`src/rtl/slot_arbiter.sv`:
```
module slot_arbiter #(
  parameter int N_INIT = 4,
  parameter int SLOTS  = 16,
  localparam int IDW = $clog2(N_INIT),
  localparam int SW  = $clog2(SLOTS)
) (
  input  logic              clk,
  input  logic              rst_n,
  input  logic              arb_en,
  input  logic              cfg_we,
  input  logic [SW-1:0]     cfg_addr,
  input  logic              cfg_valid,
  input  logic [IDW-1:0]    cfg_owner,
  input  logic              lat_we,
  input  logic [3:0]        lat_val,
  input  logic [N_INIT-1:0] req,
  output logic [N_INIT-1:0] gnt,
  output logic              data_start,
  output logic [SW-1:0]     cur_slot
);

  logic [SLOTS-1:0] tv;
  logic [IDW-1:0]   town [SLOTS];
  logic [IDW-1:0]   rr, rr_sel, pick;
  logic [2:0]       lat, cnt;
  logic             busy, own_hit;

  assign own_hit    = tv[cur_slot] && req[town[cur_slot]];
  assign pick       = own_hit ? town[cur_slot] : rr_sel;
  assign data_start = busy && (cnt == 3'd1);

  always_comb begin
    rr_sel = rr;
    for (int k = N_INIT - 1; k >= 0; k--) begin
      if (req[rr + IDW'(k)]) rr_sel = rr + IDW'(k);
    end
  end

  always_ff @(posedge clk) begin
    if (cfg_we && !arb_en) town[cfg_addr] <= cfg_owner;
  end

  always_ff @(posedge clk or negedge rst_n) begin
    if (!rst_n) begin
      tv       <= '0;
      lat      <= 3'd2;
      busy     <= 1'b0;
      cnt      <= '0;
      gnt      <= '0;
      rr       <= '0;
      cur_slot <= '0;
    end else begin
      if (cfg_we && !arb_en) tv[cfg_addr] <= cfg_valid;
      if (lat_we && !arb_en)
        lat <= (lat_val < 4'd2) ? 3'd2 : (lat_val > 4'd7) ? 3'd7 : lat_val[2:0];
      if (busy) begin
        cnt <= cnt - 3'd1;
        if (cnt == 3'd1) begin
          busy     <= 1'b0;
          gnt      <= '0;
          cur_slot <= cur_slot + 1'b1;
        end
      end else if (arb_en) begin
        if (req == '0) begin
          cur_slot <= cur_slot + 1'b1;
        end else begin
          busy <= 1'b1;
          cnt  <= lat;
          gnt  <= N_INIT'(1) << pick;
          if (!own_hit) rr <= rr_sel + 1'b1;
        end
      end
    end
  end

  p_onehot_r5: assert property (@(posedge clk) disable iff (!rst_n) $onehot0(gnt));
  p_hold_r5: assert property (@(posedge clk) disable iff (!rst_n)
    (gnt != '0 && !data_start) |=> $stable(gnt));
  p_pulse_r5: assert property (@(posedge clk) disable iff (!rst_n)
    data_start |=> !data_start);
  p_strobe_in_grant_r6: assert property (@(posedge clk) disable iff (!rst_n)
    data_start |-> gnt != '0);
  p_gap_r11: assert property (@(posedge clk) disable iff (!rst_n)
    data_start |=> gnt == '0);
  p_winner_requested_r3: assert property (@(posedge clk) disable iff (!rst_n)
    $rose(|gnt) |-> (gnt & $past(req)) != '0);
  p_no_req_no_grant_r9: assert property (@(posedge clk) disable iff (!rst_n)
    (!busy && (req == '0 || !arb_en)) |=> gnt == '0);
  p_lat_range_r7: assert property (@(posedge clk) disable iff (!rst_n)
    lat >= 3'd2 && lat <= 3'd7);

endmodule

```
`config.mk`:
```
export PLATFORM = sky130hd
export DESIGN_NAME = slot_arbiter
export DESIGN_NICKNAME = d
export VERILOG_FILES = /design/src/rtl/slot_arbiter.sv
export SDC_FILE = /design/constraint.sdc
export NUM_CORES = 1
export LEC_CHECK = 0
export CORE_MARGIN = 2
export CORE_UTILIZATION = 50
export DETAILED_ROUTE_END_ITERATION = 10
export PLACE_DENSITY = 0.77
export SYNTH_ARGS = -nofsm -noshare
export SYNTH_HDL_FRONTEND = slang
export SYNTH_SLANG_ARGS = --single-unit
```
`constraint.sdc`:
```
create_clock -name clk -period 2.68 [get_ports clk]
set_clock_uncertainty 0.2 [all_clocks]
set_input_delay 0.402 -clock clk [delete_from_list [all_inputs] [get_ports clk]]
set_output_delay 0.402 -clock clk [all_outputs]
set_load 0.01 [all_outputs]
```
**Word level (Yosys, flattened, before mapping)**

Memories as Yosys holds them, arrays and structs flattened.
Cells that the tools add are included.

- Register bits after elaboration: 33
- Memory bits (writable): 32
- Bits of input ports: 20
- Output and inout bits: 9
- Word-level logic and storage cells: 83
- Memories: 1

Memory list:

| memory | depth | width | read ports | clocked after memory_dff | wr ports | RTL line | source |
|---|---|---|---|---|---|---|---|
| town | 16 | 2 | 1 | 0 | 1 | 23 | `logic [IDW-1:0] town [SLOTS];` |

- $add $sub $neg: 6
- Magnitude comparators: 10
- Equal/unequal tests: 3
- Shift operators: 1
- Mux-type cells: 39
- Bitwise gates (word level): 3
- Reduce and logical (&&, ||, !) cells: 13

Operators with widths:

| kind | count |
|---|---|
| 4-bit two-way mux | 8 |
| 16-bit bitwise mux | 1 |
| 2-bit by 3-bit less-than comparator with 1-bit output (second input constant) | 5 |
| 3-bit two-way mux | 5 |
| 1-bit two-way mux | 13 |
| 1-bit binary-select mux with 2-bit select | 5 |
| 4-bit by 5-bit less-than comparator with 1-bit output (second input constant) | 2 |
| 2-bit two-way mux | 5 |
| 3-bit AND reduction | 2 |
| 1-bit logical AND | 5 |
| 2-bit by 1-bit adder with 2-bit output (second input constant) | 2 |
| 2-bit adder (second input constant) | 2 |
| 4-bit by 1-bit adder with 4-bit output (second input constant) | 1 |
| 1-bit binary-select mux with 4-bit select | 1 |
| 1-bit demux with 4-bit select | 1 |
| 4-bit by 1-bit greater-or-equal comparator with 1-bit output (second input constant) | 1 |
| 4-bit by 3-bit greater-than comparator with 1-bit output (second input constant) | 1 |
| 4-bit logical NOT | 1 |
| 4-bit by 2-bit less-than comparator with 1-bit output (second input constant) | 1 |
| 4-bit AND reduction | 1 |
| 2-bit nonzero test | 2 |
| 1-bit by 2-bit << shifter with 4-bit output (first input constant) | 1 |
| 3-bit by 1-bit equality test with 1-bit output (second input constant) | 1 |
| 1-bit NOT | 3 |
| 5 further kinds | 5 |

**Logic depth before layout (Yosys ltp)**

Gate-level depths: netlist of run 1.

- Depth in word-level cells: 12
- Depth in mapped cells: 7
- Mapped depth without buffers: 7

**Worst setup path after synthesis of run 1**

No wires, ideal clock.

- Kind: reg2reg
- Start: reg cur_slot[1]
- End: reg rr[0]
- Data arrival time: 2.612 ns
- Data required time: 2.355 ns
- Setup slack: -0.257 ns
- Stages on the path, launching flop included: 8
- Buffers on the path: 1
- Path through: dfrtp_1 -> buf_6 -> mux4_2 -> mux4_2 -> nand2_2 -> o211ai_2 -> a311oi_4 -> mux2_4

- Cells in the longest elaborated chain, start to end: 6

Ends and longest elaborated chain:

| item | RTL line | source |
|---|---|---|
| from (decl) | 19 | `output logic [SW-1:0] cur_slot` |
| from (signal assigned) | 61 | `cur_slot <= cur_slot + 1'b1;` |
| from (signal assigned) | 65 | `cur_slot <= cur_slot + 1'b1;` |
| memory 16 x 2 bit | -- |  |
| 1-bit binary-select mux with 2-bit select | 28 | `assign own_hit = tv[cur_slot] && req[town[cur_slot]];` |
| 1-bit two-way mux (not written as such) | 28 |  |
| 1-bit logical AND (*) | 28 |  |
| 1-bit NOT (no source line) (*) | -- |  |
| 4-bit AND reduction (no source line) (*) | -- |  |
| to (signal assigned) | 70 | `if (!own_hit) rr <= rr_sel + 1'b1;` |
| to (decl) | 24 | `logic [IDW-1:0] rr, rr_sel, pick;` |

Mark *: on every way between the ends. The rest lies on a longest branch, timed or not. The select of a mux whose other input is x is not followed.
A chain may end at the register's enable or synchronous reset.

**Worst setup path after layout of run 1**

Same ends and word-level chain as after synthesis.

==> key figures, run 1 <==
GRT
  – Initial antenna violation count: 0
  – Vias in the first global route: approximately 2.1k
  – GRT Util Overall: between 20% and 30%
  – Global-route wire length before repair: 9.777 mm
  – Largest net degree at the start of global routing: 34
  – GRT Residual Overflow: 0

Outcome
  – Violated checks: setup timing
  – Run status: finished, violations left

Worst setup path
  – CP bufs+invs: 0
  – Critical path's most frequent cell: mux4_2
  – CP endpoint kind: register
  – Critical Path AT: approximately 2800 ps
  – Worst Setup Start Kind: register
  – CP Class: register to register
  – CP Cell Sequence: mux4_2 -> mux4_2 -> nand2_2 -> o211ai_2 -> a311oi_4 -> mux2_4
  – CP Max Fanout: 7
  – WP data required: between 2000 and 3000 ps
  – Cell family with most CP delay: multiplexers
  – Slowest stage delay, CP: roughly 560 ps
  – Max stage delay cell, worst path: mux4_2
  – Worst R2R Setup Slack: -90 ps

Floorplan
  – Initial Util: between 50% and 60%
  – FP Rows: 28
  – DIE HEIGHT: between 80 and 90 um
  – I/O pin count: 29
  – Die area: a little under 0.007 sq mm
  – Die width: about 82 um
  – Core area: between 0.005 and 0.006 sq mm

Yosys
  – Yosys reg bits: between 60 and 70
  – Post-Syn Area: between 0.003 and 0.004 sq mm
  – Post-synthesis net count: between 200 and 250
  – Post-synth cell types: 39
  – Syn avg cell area: 14.36 sq um
  – Register area share after synthesis: about three fifths
  – Ys flop type: edfxtp_1
  – Post-synth EDFFs: 32
  – YS warnings: 0
  – FFs w/ async S/R, synth: 50.77%
  – Post-Syn Instances: between 200 and 250

Placement
  – # port buffers: 28
  – HPWL after DPL: around 4.4 mm
  – GPL Wtd Cong: 0.8590

CTS
  – Bufs on Longest Clock Path: 2
  – Hold_buf cts: 0
  – CTS tree: done
  – Clock Pin Slew Worst Setup and Hold Paths: 70 ps
  – Total CTS buffers: 9
  – Number of H-tree levels: 3
  – Root buffer cell: clkbuf_8
  – Clock sink count: 65
  – Latest clock arrival within the worst-skew pair: approximately 350 ps

Timing
  – Final worst path period need: between 2000 and 3000 ps
  – Final slew viol count: 0
  – Final hold vios: 0
  – Fin crit share: 103.3%
  – RSZ-0062 raised after global routing: true
  – Maximum clock frequency: 361.0 MHz
  – Hold_ws: roughly 260 ps
  – Post-route worst setup slack: -89.75 ps
  – Final Setup Violations: 3
  – Worst rel slew slack: 64.58%
  – Worst slew pin tran: roughly 530 ps

Pwr
  – Leakage: roughly 1.5 nW
  – Gate power share: 38.1%
  – Internal Pwr Total: roughly 2.3 mW
  – Clk pwr share: between 20 and 25%
  – Final Power: around 3.5 mW
  – Max VDD drop: roughly 0.53 mV
  – Pwr per Cell Area: around 920 mW/mm^2
  – Sw power: 1.130 mW
  – Sequential share of power: around two fifths
  – Net Sw Frac: 32.63%

Route
  – Post-detailed-route wirelength per cell: approximately 17 um
  – Initial DRC count: 84
  – Total number of vias: ~1.9k
  – Via/cell ratio: ~5.4
  – Antenna viol nets, final: 0
  – Final WL: around 6 mm
  – Initial DRT Pass Iterations: 4
  – Drt drc: 0

Finish
  – Final #Nets: ~300
  – Number of diodes: 0
  – P&R area growth vs syn: 23.67%
  – Layout cell share with drive strength beyond 1: ~31%

Worst hold path
  – HP Class: primary input to async pin

Flow run
  – Max Cap Viol: 0
-- cell usage in the layout (no fill, tap or decap), types with 5 or more instances in the layout --
cell type	Yosys	routed
nand2_1	11	10
inv_1	9	8
clkdlybuf4s50_1	0	28
buf_4	0	28
a21oi_1	7	7
edfxtp_1	32	32
dfrtp_1	32	30
nor2_1	26	26
a221o_1	5	5
mux4_2	5	11
nor3_1	7	7
clkbuf_8	0	9
mux2_2	19	19
-- power by group through the flow --
stage          logic (mW)  registers [mW]  clock network, mW
2_1_floorplan       0.852            1.35                  0
3_3_place_gp         1.23            1.41                  0
3_5_place_dp         1.26            1.42                  0
4_1_cts              1.31            1.40              0.768
5_1_grt              1.45            1.43              0.797
6_report             1.32            1.40              0.745
-- through the flow --
stage               setup WS (ps)  instance area [sq um]  TNS (ps)  utilization, %  instances
floorplan                  -183.8                   3039    -205.6               -        212
global placement           -9.996                   3558    -9.996           60.46        334
detailed placement         -120.3                   3558    -339.4           60.46        334
CTS                        -105.9                   3754    -415.6           63.78        354
global route               -198.5                   3765    -795.4           63.97        355
finish                     -89.75                   3765    -200.8           63.97        355
-- cell families after synthesis --
group,Yosys count,share of synthesized area (%)
mux,38,20.30
flops,65,58.73
buf+inv,14,2.219
compound gates,26,6.782
fa+ha+maj,3,1.233
simple gates,61,9.290
xor+xnor,5,1.438
-- repair_timing --
item / in CTS / in global routing
pin swaps: 5 / 4
setup endpoints to repair: 6 / 6
cloned: 0 / 0
buffers inserted: 4 / 1
resized for setup: 3 / 1
-- cell type report --
class	count	area (sq um)
flip-flops and latches	65	1790
clock buffers	9	123.9
multi-input cells	133	1169
well taps	75	93.84
clock inverters	7	52.55
repair buffers	57	501.7
inverters	9	33.78
fillers	443	2121
-- flip-flops by register name, summed over array words and instances, names as in the netlist --
signal and count:
lat 3, cur_slot 4, rr 2, busy 1, gnt 4, cnt 3, tv 16, town 32
-- cell usage after synthesis, types with 2 or more instances --
cell	count	area (sq um)
mux2i_1	4	40.04
o211ai_2	2	25.02
buf_6	2	22.52
ha_1	3	37.54
mux2_2	19	214.0
dfrtp_1	32	800.8
mux4_1	9	236.5
nor2b_1	3	18.77
o21ai_0	4	20.02
nand2_1	11	41.29
nor3_1	7	35.03
xnor2_1	4	35.03
a221o_1	5	50.05
mux4_2	5	112.6
nor2_1	26	97.59
inv_1	9	33.78
nand2b_1	4	25.02
o22ai_1	3	18.77
edfxtp_1	32	960.9
a21oi_1	7	35.03
clkbuf_1	3	11.26
-- path summary, 6_finish.rpt --
kind,endpoint,cells after the start,from
max,rr[0]$_DFFE_PN0P_,6,cur_slot[1]$_DFFE_PN0P_
max in group asynchronous,lat[1]$_DFFE_PN1P_,2,rst_n
min,lat[2]$_DFFE_PN0P_,2,rst_n
min reg2reg,lat[2]$_DFFE_PN0P_,2,lat[2]$_DFFE_PN0P_
min in group clk,lat[2]$_DFFE_PN0P_,2,lat[2]$_DFFE_PN0P_
max reg2reg,rr[0]$_DFFE_PN0P_,6,cur_slot[1]$_DFFE_PN0P_
-- metal layers --
metal	global-route usage (%)	share of wire [%]	up-vias
met5	0	0	-
met4	10.67	2.5	0
met3	5.275	3.4	16
met2	35.28	50	39
met1	23.90	44	938
li1	-	-	935
Power figures use the tool's default switching activity.
==> run 2: changes to the inputs <==
--- a/config.mk
+++ b/config.mk
@@ -5,6 +5,7 @@
 export SDC_FILE = /design/constraint.sdc
 export NUM_CORES = 1
 export LEC_CHECK = 0
+export CORE_ASPECT_RATIO = 1.2
 export CORE_MARGIN = 2
 export CORE_UTILIZATION = 50
 export DETAILED_ROUTE_END_ITERATION = 10
==> key figures, run 2 (synthesis gave the netlist of run 1 again) <==
CTS
  – Clock sink count: 65 (unchanged)
  – Bufs on Longest Clock Path: 2 (unchanged)
  – Latest clock arrival within the worst-skew pair: 340 ps (about the same)
  – Number of H-tree levels: 3 (unchanged)
  – Total CTS buffers: 9 (unchanged)
  – Clock Pin Slew Worst Setup and Hold Paths: 70 ps (about the same)
  – CTS tree: done
  – Root buffer cell: clkbuf_8

Outcome
  – Violated checks: setup timing
  – Run status: finished, violations left

Pwr
  – Final Power: 3.502 mW (+1.1%)
  – Pwr per Cell Area: 928.6 mW/mm^2 (+0.95%)
  – Max VDD drop: 0.5061 mV (-4.7%)
  – Leakage: 1.472 nW (-0.58%)

Finish
  – Number of diodes: 0 (unchanged)
  – Largest regs: town x32, tv x16
  – Reg with most FFs: town
  – Final core utilization: 63.13% (-0.83 points)
  – Commonest non-fill, non-tap cell in the layout: edfxtp_1
  – Max reg flops: 32 (unchanged)
  – P&R area growth vs syn: 23.88%
  – Finished Layout Cells: 359 (+1.1%)
  – Most frequent cells in the layout: 32 x edfxtp_1, 30 x dfrtp_1, 28 x clkdlybuf4s50_1
  – Layout cell share with drive strength beyond 1: 29.60% (-1.1 points)
  – Final #Nets: 295 (-1.0%)

Timing
  – Final worst path period need: 2762 ps (-7.612 ps)
  – RSZ-0062 raised after global routing: true
  – Maximum clock frequency: 362.0 MHz (+0.28%)
  – TNS Setup: -209.3 ps (-8.522 ps)
  – Final Setup Violations: 6 (+3)
  – Worst rel slew slack: 63.00% (-1.6 points)
  – Final hold vios: 0 (unchanged)
  – Post-route worst setup slack: -82.14 ps (+7.612 ps)
  – Worst slew pin tran: 553.3 ps (+23.67 ps)
  – Fin crit share: 103.1% (-0.28 points)
  – Final slew viol count: 0 (unchanged)

Floorplan
  – I/O pin count: 29 (unchanged)
  – FP Rows: 31 (+11%)
  – Core area: 0.005973 sq mm (+1.5%)
  – Die area: 0.006731 sq mm (about the same)
  – Die width: 75.23 um (-8.3%)
  – DIE HEIGHT: 89.48 um (+9.1%)
  – Initial Util: 50.96% (-0.76 points)

GRT
  – Global-route wire length before repair: 9.170 mm (-6.2%)
  – Vias in the first global route: 1873 (-11%)
  – GRT met3 Usage: 4.848% (-0.43 points)
  – Initial antenna violation count: 0 (unchanged)
  – GR peak layer: met2
  – Largest net degree at the start of global routing: 34 (unchanged)
  – Met1 Use GR: 21.78% (-2.1 points)
  – GRT Util Overall: 19.35% (-1.3 points)
  – GRT Residual Overflow: 0 (unchanged)
  – Met2 usage: 34.77% (-0.52 points)

Route
  – Antenna viol nets, final: 0 (unchanged)
  – Total number of vias: 1938 (+0.52%)
  – Post-detailed-route wirelength per cell: 16.29 um (-3.5%)
  – Via/cell ratio: 5.398 (-0.60%)
  – Final WL: 5.847 mm (-2.4%)
  – Initial DRC count: 106 (+26%)
  – Initial DRT Pass Iterations: 4 (unchanged)
  – Drt drc: 0 (unchanged)

Placement
  – Setup Slack @ Placement: -89.03 ps (+31.29 ps)
  – # port buffers: 28 (unchanged)
  – # placed instances: 341 (+2.1%)
  – HPWL after DPL: 4.240 mm (-4.6%)
  – GPL Wtd Cong: 0.8258 (-3.9%)

Worst setup path
  – FF-to-FF path depth: 6 (unchanged)
  – Crit path capture: rr[0]$_DFFE_PN0P_
  – WP data required: 2710 ps (about the same)
  – RR Startpoint: cur_slot[1]$_DFFE_PN0P_
  – CP Class: register to register
  – Critical Path AT: 2790 ps (about the same)
  – Worst Setup SP: cur_slot[1]$_DFFE_PN0P_
  – CP endpoint kind: register
  – Worst R2R Setup Slack: -80 ps (about the same)
  – Critical register-to-register path endpoint: rr[0]$_DFFE_PN0P_
  – CP Max Fanout: 6 (-1)
  – Worst Setup Start Kind: register

Worst hold path
  – HP Class: primary input to async pin

Flow run
  – Max Cap Viol: 0 (unchanged)
## run 2: worst max-delay path: stages, from the launching register on
cell and delay, ps:
dfrtp_2 460, mux4_2 520, mux4_2 570, nand2_2 110
o211ai_2 100, a311oi_4 350, mux2_4 320
## run 2: repair_timing
action | 4_1_cts | 5_1_grt
resized for setup | 3 | 1
hold buffers | 0 | 0
setup endpoints to repair | 6 | 6
pin swaps | 2 | 1
buffers inserted | 1 | 1
## run 2: power breakdown
group	leakage [nW]	internal (mW)	switching, mW
Clock	0.0953	0.452	0.368
Combinational	0.681	0.745	0.543
Sequential	0.696	1.21	0.182
Total	1.47	2.41	1.09
## run 2: worst min path at each step
stage                                   from  cells after the start            endpoint  slack [ps]
after global placement    cnt[0]$_DFFE_PN0P_                      1  cnt[0]$_DFFE_PN0P_         270
after global routing                   rst_n                      2  tv[14]$_DFFE_PN0P_         310
after CTS                              rst_n                      2  cnt[2]$_DFFE_PN0P_         270
after detailed placement  lat[2]$_DFFE_PN0P_                      2  lat[2]$_DFFE_PN0P_         280
final                                  rst_n                      2  cnt[2]$_DFFE_PN0P_         260
after floorplan                        rst_n                      0      busy$_DFF_PN0_         -90
## run 2: final cells by class
type,instances,area [sq um]
Inverter,9,33.78
Clock inverter,5,55.05
Clock buffer,11,141.4
Tap cell,82,102.6
Fill cell,477,2202
Sequential cell,65,1790
Multi-Input combinational cell,133,1169
Timing Repair Buffer,54,479.2
## run 2: per-layer routing
metal / routed length [um] / share of wire (%)
met1: 2341 / 40
met2: 3134 / 54
met3: 229 / 3.9
met4: 141 / 2.4
met5: 0 / 0
## run 2: metrics by stage
| stage | hold WS (ps) | instance area, sq um |
|---|---|---|
| floorplan | -93.59 | 3039 |
| global placement | 271.5 | 3567 |
| detailed placement | 279.2 | 3567 |
| CTS | 272.9 | 3760 |
| global route | 307.4 | 3771 |
| finish | 260.2 | 3771 |
==> run 3: changes to the inputs <==
--- a/config.mk
+++ b/config.mk
@@ -5,9 +5,12 @@
 export SDC_FILE = /design/constraint.sdc
 export NUM_CORES = 1
 export LEC_CHECK = 0
+export CELL_PAD_IN_SITES_DETAIL_PLACEMENT = 0
+export CELL_PAD_IN_SITES_GLOBAL_PLACEMENT = 2
 export CORE_ASPECT_RATIO = 1.2
 export CORE_MARGIN = 2
-export CORE_UTILIZATION = 50
+export CORE_UTILIZATION = 36
+export CTS_CLUSTER_DIAMETER = 30
 export DETAILED_ROUTE_END_ITERATION = 10
 export PLACE_DENSITY = 0.77
 export SYNTH_ARGS = -nofsm -noshare
==> key figures, run 3 (synthesis gave the netlist of run 1 again) <==
Floorplan
  – DIE HEIGHT: 104.7 um (+17%)
  – FP Rows: 36 (+16%)
  – Die width: 87.95 um (+17%)
  – Core area: 0.008153 sq mm (+36%)
  – Die area: 0.009211 sq mm (+37%)
  – Initial Util: 37.34% (-14 points)
  – I/O pin count: 29 (unchanged)

Worst setup path
  – Critical path's most frequent cell: mux4_2
  – Slowest stage delay, CP: 570 ps (about the same)
  – CP Cell Sequence: mux4_2 -> mux4_2 -> nand2_2 -> o211ai_2 -> a311oi_4 -> mux2_4
  – Worst Setup Start Kind: register
  – Max stage delay cell, worst path: mux4_2
  – CP Max Fanout: 6 (unchanged)
  – Critical Path AT: 2740 ps (-50 ps)
  – CP Class: register to register
  – CP endpoint kind: register
  – Cell family with most CP delay: multiplexers
  – WP data required: 2710 ps (about the same)
  – CP bufs+invs: 0 (unchanged)

Finish
  – Number of diodes: 0 (unchanged)
  – Largest regs: town x32, tv x16
  – Reg with most FFs: town
  – Final core utilization: 47.79% (-15 points)
  – Layout cell share with drive strength beyond 1: 30.85% (+1.2 points)
  – Commonest non-fill, non-tap cell in the layout: edfxtp_1
  – Max reg flops: 32 (unchanged)
  – Final #Nets: 300 (+1.7%)
  – Most frequent cells in the layout: 32 x edfxtp_1, 30 x dfrtp_1, 30 x buf_4
  – P&R area growth vs syn: 27.99%

Pwr
  – Pwr per Cell Area: 952.8 mW/mm^2 (+2.6%)
  – Final Power: 3.712 mW (+6.0%)
  – Max VDD drop: 0.3960 mV (-22%)
  – Leakage: 1.524 nW (+3.5%)

Timing
  – Fin crit share: 101.2% (-1.8 points)
  – RSZ-0062 raised after global routing: true
  – Worst slew pin tran: 514.0 ps (-39.26 ps)
  – Post-route worst setup slack: -32.95 ps (+49.18 ps)
  – Final slew viol count: 0 (unchanged)
  – Maximum clock frequency: 368.6 MHz (+1.8%)
  – Worst rel slew slack: 65.62% (+2.6 points)
  – Final hold vios: 0 (unchanged)
  – Final Setup Violations: 2 (-4)
  – Final worst path period need: 2713 ps (-49.18 ps)
  – Hold_ws: 252.2 ps (-7.992 ps)

Worst hold path
  – HP Class: primary input to async pin

Placement
  – GPL Wtd Cong: 0.8807 (+6.6%)
  – # port buffers: 28 (unchanged)
  – Setup Slack @ Placement: -43.91 ps (+45.12 ps)
  – HPWL after DPL: 4.955 mm (+17%)

Outcome
  – Run status: finished, violations left
  – Violated checks: setup timing

Route
  – Drt drc: 0 (unchanged)
  – Via/cell ratio: 4.990 (-7.6%)
  – Final WL: 6.571 mm (+12%)
  – Post-detailed-route wirelength per cell: 16.59 um (+1.9%)
  – Total number of vias: 1976 (+2.0%)
  – Initial DRC count: 58 (-45%)
  – Initial DRT Pass Iterations: 6 (+2)
  – Antenna viol nets, final: 0 (unchanged)

CTS
  – CTS tree: done
  – Hold_buf cts: 0 (unchanged)
  – Total CTS buffers: 9 (unchanged)
  – Root buffer cell: clkbuf_8
  – Latest clock arrival within the worst-skew pair: 340 ps (about the same)
  – Number of H-tree levels: 3 (unchanged)
  – Clock sink count: 65 (unchanged)
  – Clock Pin Slew Worst Setup and Hold Paths: 70 ps (about the same)
  – Bufs on Longest Clock Path: 2 (unchanged)

GRT
  – GRT Residual Overflow: 0 (unchanged)
  – Initial antenna violation count: 0 (unchanged)
  – GRT Util Overall: 16.25% (-3.1 points)
  – Global-route wire length before repair: 10.99 mm (+20%)
  – Largest net degree at the start of global routing: 34 (unchanged)
  – Vias in the first global route: 2106 (+12%)

Flow run
  – Max Cap Viol: 0 (unchanged)
[run 3: changes by cell type in the layout (fill, tap and decap cells not counted)]
cell,change
clkbuf_8,-1
bufinv_16,+2
clkinvlp_4,-2
clkinv_2,-2
clkinv_4,+3
buf_4,+5
[run 3: worst paths after layout]
path,start,end,slack [ps],depth (start not counted)
max reg2reg,cur_slot[1]$_DFFE_PN0P_,rr[0]$_DFFE_PN0P_,-30,6
min,rst_n,tv[5]$_DFFE_PN0P_,250,2
min reg2reg,lat[2]$_DFFE_PN0P_,lat[2]$_DFFE_PN0P_,280,2
min in group clk,lat[2]$_DFFE_PN0P_,lat[2]$_DFFE_PN0P_,280,2
max in group asynchronous,rst_n,lat[1]$_DFFE_PN1P_,1670,2
max,cur_slot[1]$_DFFE_PN0P_,rr[0]$_DFFE_PN0P_,-30,6
[run 3: repair_timing]
action	CTS	global route
gates cloned	0	0
resized for setup	4	0
endpoints found under the setup margin	5	6
buffers inserted	1	0
pin swaps	2	0
[run 3: cell type report]
cell class	instances	area, sq um
clock buffer	10	127.6
timing repair buffer	59	516.7
multi-input combinational	133	1169
tap	114	142.6
fill	723	4257
sequential	65	1790
inverter	9	33.78
clock inverter	6	116.4
[run 3: routing by layer]
metal,routed length (um),vias to the layer above,global-route usage [%],part of all wire (%)
met1,2626,975,18.79,40
met3,262,13,3.870,4.0
met4,140,0,5.934,2.1
li1,-,939,-,-
met2,3542,49,28.63,54
met5,0,-,0,0
[run 3: power breakdown]
| part | leakage, nW | internal (mW) | switching [mW] |
|---|---|---|---|
| clock network | 0.121 | 0.623 | 0.390 |
| registers | 0.696 | 1.21 | 0.176 |
| logic | 0.707 | 0.754 | 0.558 |
| total | 1.52 | 2.59 | 1.12 |
[run 3: per-stage QoR]
step | area [sq um] | std cells | TNS [ps]
global route | 3896 | 396 | -476.3
floorplan | 3039 | 212 | -205.6
finish | 3896 | 396 | -34.02
global placement | 3652 | 379 | 0
detailed placement | 3652 | 379 | -111.5
CTS | 3896 | 396 | -50.18
